--- src/rtl/ovf_irq_pkg.sv ---
package ovf_irq_pkg;

   // Position of each source in the flag and enable vectors.
   localparam int unsigned SRC_FULL = 0;
   localparam int unsigned SRC_MID  = 1;
   localparam int unsigned SRC_CH0  = 2;

   // Partial-overflow width choices, relative to the base width.
   typedef enum logic [1:0] {
      MID_BASE_P0 = 2'd0,
      MID_BASE_P1 = 2'd1,
      MID_BASE_P2 = 2'd2,
      MID_BASE_P3 = 2'd3
   } mid_sel_e;

   // Total number of interrupt sources for a given channel count.
   function automatic int unsigned src_count(input int unsigned chans);
      return chans + 2;
   endfunction

endpackage

--- src/rtl/ovf_counter.sv ---
module ovf_counter #(
   parameter int unsigned CNT_W    = 16,
   parameter int unsigned SEL_W    = 2,
   parameter int unsigned MID_BASE = 8
) (
   input  logic             clk,
   input  logic             rst_n,
   input  logic             cnt_en,
   input  logic [SEL_W-1:0] mid_sel,
   output logic [CNT_W-1:0] count,
   output logic             full_wrap,
   output logic             mid_wrap
);
   localparam int unsigned SEL_N = 1 << SEL_W;

   if (MID_BASE < 1) begin : g_bad_base
      $error("ovf_counter: MID_BASE must be at least 1");
   end
   if (MID_BASE + SEL_N - 1 >= CNT_W) begin : g_bad_width
      $error("ovf_counter: widest partial field must be narrower than CNT_W");
   end

   logic [SEL_N-1:0] mid_hit;

   // One all-ones detector per selectable field width.
   for (genvar k = 0; k < SEL_N; k++) begin : g_mid
      localparam int unsigned FW = MID_BASE + k;
      assign mid_hit[k] = &count[FW-1:0];
   end

   assign full_wrap = cnt_en & (&count);
   assign mid_wrap  = cnt_en & mid_hit[mid_sel];

   always_ff @(posedge clk) begin
      if (!rst_n) begin
         count <= '0;
      end else if (cnt_en) begin
         count <= count + 1'b1;
      end
   end

endmodule

--- src/rtl/ovf_flag_bank.sv ---
module ovf_flag_bank #(
   parameter int unsigned SRC_N = 5
) (
   input  logic             clk,
   input  logic             rst_n,
   input  logic [SRC_N-1:0] set_vec,
   input  logic             wr,
   input  logic [SRC_N-1:0] wdata,
   output logic [SRC_N-1:0] flags
);
   if (SRC_N < 1) begin : g_bad_n
      $error("ovf_flag_bank: SRC_N must be at least 1");
   end

   for (genvar i = 0; i < SRC_N; i++) begin : g_bit
      logic kept;
      // A write keeps the flag only where the mask bit is 1.
      assign kept = wr ? (flags[i] & wdata[i]) : flags[i];

      always_ff @(posedge clk) begin
         if (!rst_n) begin
            flags[i] <= 1'b0;
         end else begin
            flags[i] <= kept | set_vec[i];   // a set beats a clear
         end
      end
   end

endmodule

--- src/rtl/ovf_irq_gate.sv ---
module ovf_irq_gate #(
   parameter int unsigned SRC_N = 5
) (
   input  logic [SRC_N-1:0] flags,
   input  logic [SRC_N-1:0] src_en,
   input  logic             blk_en,
   input  logic             sys_en,
   output logic             irq
);
   logic pending;

   always_comb begin
      pending = |(flags & src_en);
      irq     = pending & blk_en & sys_en;
   end

endmodule

--- src/rtl/ovf_irq_ctrl.sv ---
module ovf_irq_ctrl
   import ovf_irq_pkg::*;
#(
   parameter int unsigned CNT_W    = 16,
   parameter int unsigned SEL_W    = 2,
   parameter int unsigned MID_BASE = 8,
   parameter int unsigned CHAN_N   = 3,
   localparam int unsigned SRC_N   = src_count(CHAN_N)
) (
   input  logic              clk,
   input  logic              rst_n,
   input  logic              cnt_en,
   input  logic [SEL_W-1:0]  mid_sel,
   input  logic [CHAN_N-1:0] chan_evt,
   input  logic              flag_wr,
   input  logic [SRC_N-1:0]  flag_wdata,
   input  logic [SRC_N-1:0]  src_en,
   input  logic              blk_en,
   input  logic              sys_en,
   output logic [CNT_W-1:0]  count,
   output logic [SRC_N-1:0]  flags,
   output logic              irq
);
   if (CHAN_N < 1) begin : g_bad_chan
      $error("ovf_irq_ctrl: CHAN_N must be at least 1");
   end

   logic             full_wrap;
   logic             mid_wrap;
   logic [SRC_N-1:0] set_vec;

   ovf_counter #(
      .CNT_W   (CNT_W),
      .SEL_W   (SEL_W),
      .MID_BASE(MID_BASE)
   ) u_cnt (
      .clk      (clk),
      .rst_n    (rst_n),
      .cnt_en   (cnt_en),
      .mid_sel  (mid_sel),
      .count    (count),
      .full_wrap(full_wrap),
      .mid_wrap (mid_wrap)
   );

   always_comb begin
      set_vec                            = '0;
      set_vec[SRC_FULL]                  = full_wrap;
      set_vec[SRC_MID]                   = mid_wrap;
      set_vec[SRC_CH0 +: CHAN_N]         = chan_evt;
   end

   ovf_flag_bank #(
      .SRC_N(SRC_N)
   ) u_flags (
      .clk    (clk),
      .rst_n  (rst_n),
      .set_vec(set_vec),
      .wr     (flag_wr),
      .wdata  (flag_wdata),
      .flags  (flags)
   );

   ovf_irq_gate #(
      .SRC_N(SRC_N)
   ) u_gate (
      .flags (flags),
      .src_en(src_en),
      .blk_en(blk_en),
      .sys_en(sys_en),
      .irq   (irq)
   );

endmodule

--- config.mk ---
export PLATFORM = sky130hd
export DESIGN_NAME = ovf_irq_ctrl
export DESIGN_NICKNAME = d
export VERILOG_FILES = /design/src/rtl/ovf_irq_pkg.sv /design/src/rtl/ovf_counter.sv /design/src/rtl/ovf_flag_bank.sv /design/src/rtl/ovf_irq_gate.sv /design/src/rtl/ovf_irq_ctrl.sv
export SDC_FILE = /design/constraint.sdc
export NUM_CORES = 1
export LEC_CHECK = 0
export BUFFER_PORTS_ARGS = -buffer_cell sky130_fd_sc_hd__buf_2
export CAP_MARGIN = 20
export CORE_ASPECT_RATIO = 0.8
export CORE_MARGIN = 5
export CORE_UTILIZATION = 50
export CTS_CLUSTER_DIAMETER = 200
export DETAILED_ROUTE_END_ITERATION = 10
export PLACE_DENSITY = 0.83
export SLEW_MARGIN = 25
export SYNTH_ARGS = -nofsm -noshare
export SYNTH_HDL_FRONTEND = slang
export SYNTH_HIERARCHICAL = 1
export SYNTH_SLANG_ARGS = --single-unit
--- constraint.sdc ---
create_clock -name clk -period 5.2 [get_ports clk]
set_clock_uncertainty 0.2 [all_clocks]
set_input_delay 1.04 -clock clk [delete_from_list [all_inputs] [get_ports clk]]
set_output_delay 1.04 -clock clk [all_outputs]
set_load 0.03 [all_outputs]
==> summary.txt <==
Outcome - completed
Critical path launch point type - input port
Synth area leader - dfxtp_1
Htree depth - 1
Filler cell count - 171
Hold slack - 0.2927 ns
IO Count - 43
Core area - 0.001944 mm2
PortBufs - 42
Synthesis-to-finish area growth - 23.81%
Global route overflow - 0
Critical Path RT - 3.96 ns
Synth warn - 6
Clk root buf - clkbuf_4
Crit end category - output pin
DRT Pass-1 Iters - 4
Synth unique cells - 30
Nets - 185
Total CTS buffers - 3
Net Count, Synth - 142
CP arrival - 1.75 ns
Placed insts - 181
Static leakage - 0.5392 nW
Post-DP HPWL - 2.040 mm
Comb pwr share - 12.4%
Die Ht - 51.01 um
CTS tree - yes
Sw Share - 26.58%
VDD IR max - 0.0002476 V
Initial Util - 54.05%
Synthesized instance count - 119
DIE AREA - 0.003125 mm2
WS Path Type - input port to output pin
Largest net degree at the start of global routing - 17
Fin cells - 185
RePlAce Congestion - 0.8045
Crit share post-route - 57.47%
Worst Hold Class - flip-flop to flip-flop
Reg power frac - 59.3%
Post-CTS Setup Inserts - 0
Row count - 14
Post-synth EDFFs - 0
CP Launch Point - src_en[2]
Ant. Diodes - 0
Top cells by count, synth - dfxtp_1 (21), nand2_1 (14), nor2_1 (11)
Post-route DRC - 0
Die width - 61.26 um
Number of global-route vias before repair - 927
Setup TNS - 0 ns
DR vias - 1057
Average size of a mapped cell - 8.832 um2
Max Cap Viol - 0
Wirelength per Cell - 13.95 um
Clk_lat worst skew - 0.31 ns
Synth Flop Type - dfxtp_1
Clock power frac - 28.3%
Finished Core Util - 66.92%
Post-synthesis instance area - 0.001051 mm2
Clock tree sinks - 21
Critical R2R Launch - u_cnt/count[3]
Clk slew on worst S/H paths - 0.12 ns
Fmax - 0.3346 GHz
Seq/Total Area, Yosys - 40.00%
Initial antenna violation count - 0
PwrDens - 217.7 mW/mm2
Register bit total from synthesis - 21
Routed Antenna Nets - 0
Final setup fails - 0
DR vias/cell - 5.714
HP Start - u_cnt/count[13]
First-pass GRT wire length - 4.043 mm
Post-synth ARST share - 0%
Slew Limit Fails - 0
Initial drt markers - 30
Net Switching - 0.07532 mW
Slew HR - 68.42%
Fin. Hold Viols - 0
Share of cells above drive strength 1 - 32.92%
Clock buffer depth - 2
Most frequent cell after synthesis - dfxtp_1
Routed WL - 2.581 mm
Register Area - 420.4 um2
Hold_buf cts - 0
Unrepaired setup endpoints after global routing - false
Fin crit period - 2.988 ns
Pint - 0.2080 mW
Area fraction of the dominant cell type after synthesis - 40.00%
Global Route Usage Sum - 16.63%
Area occupied by multi-input gates - 599.3 um2
Worst Max-Slew Pin Slew - 0.4723 ns
PostCTS Resize Cnt - 0
Ranking of synthesized cells by area - dfxtp_1 (40%), mux2i_1 (6.7%), nand2_1 (5.0%)
CP Max Fanout - 1
[final cells by class]
class	instances	share of cell area, %
Inverter	3	0.8654
Tap cell	24	2.308
Sequential cell	21	32.31
Clock buffer	3	1.731
Timing Repair Buffer	42	16.15
Clock inverter	1	0.5769
Multi-Input combinational cell	91	46.06
[worst max-delay path, stage by stage]
cell and delay (ns):
buf_2 0.10, a222oi_1 0.31, a21oi_1 0.11, buf_2 0.19
[placed cells by master (no fill, tap or decap), types with 2 or more instances in the layout]
cell type | synthesis | routed
mux2i_1 | 7 | 7
xor2_1 | 3 | 3
inv_1 | 3 | 3
a21oi_1 | 7 | 7
o31ai_1 | 3 | 3
nor2_1 | 11 | 11
nand3_1 | 3 | 3
o21ai_0 | 6 | 6
nand2_1 | 14 | 14
ha_1 | 2 | 2
o21ai_1 | 2 | 2
or3_1 | 3 | 3
clkbuf_4 | 0 | 3
nor3b_2 | 4 | 4
dfxtp_1 | 21 | 21
nor4_1 | 5 | 5
or4_1 | 3 | 3
buf_2 | 1 | 42
nand2b_1 | 5 | 5
nand4_1 | 4 | 4
[logic make-up (layout without fill, tap and decap cells)]
| family | count (synthesis) | count (layout) | synth area share [%] |
|---|---|---|---|
| flops | 21 | 21 | 40.00 |
| fa+ha+maj | 2 | 2 | 2.381 |
| buf+inv | 7 | 49 | 2.976 |
| mux | 7 | 7 | 6.667 |
| xor+xnor | 4 | 4 | 3.334 |
| compound gates | 21 | 21 | 11.79 |
| simple gates | 57 | 57 | 32.86 |
[through the flow]
stage          instance area [um2]  setup WS, ns  total power [mW]
2_1_floorplan                 1051         2.332            0.1922
3_3_place_gp                  1271         2.260            0.2051
3_5_place_dp                  1271         2.205            0.2070
4_1_cts                       1301         2.203            0.2873
5_1_grt                       1301         2.155            0.2952
6_report                      1301         2.212            0.2833
[registers in the layout (all words and copies together) (netlist names)]
signal         flops
u_cnt/count       16
u_flags/flags      5
[worst paths after layout]
path	endpoint	slack, ns	cells after the start
hold reg to reg	u_cnt/count[13]	0.29	2
hold / removal	u_cnt/count[13]	0.29	2
setup reg to reg	u_flags/flags[0]	2.98	5
setup / recovery	irq	2.21	4
[power by group through the flow]
stage          registers (mW)  clock network, mW  logic [mW]
5_1_grt                 0.169             0.0883      0.0382
3_5_place_dp            0.172                  0      0.0352
2_1_floorplan           0.178                  0      0.0138
4_1_cts                 0.168             0.0837      0.0353
3_3_place_gp            0.172                  0      0.0335
6_report                0.168             0.0801      0.0351
[per-layer routing]
| layer | vias up | global-route usage (%) | wire (um) |
|---|---|---|---|
| li1 | 520 | - | - |
| met5 | - | 0 | 0 |
| met4 | 0 | 3.610 | 14 |
| met1 | 505 | 20.12 | 1049 |
| met2 | 30 | 28.17 | 1361 |
| met3 | 2 | 5.793 | 155 |
No activity file was read; power rests on OpenSTA's default activity.
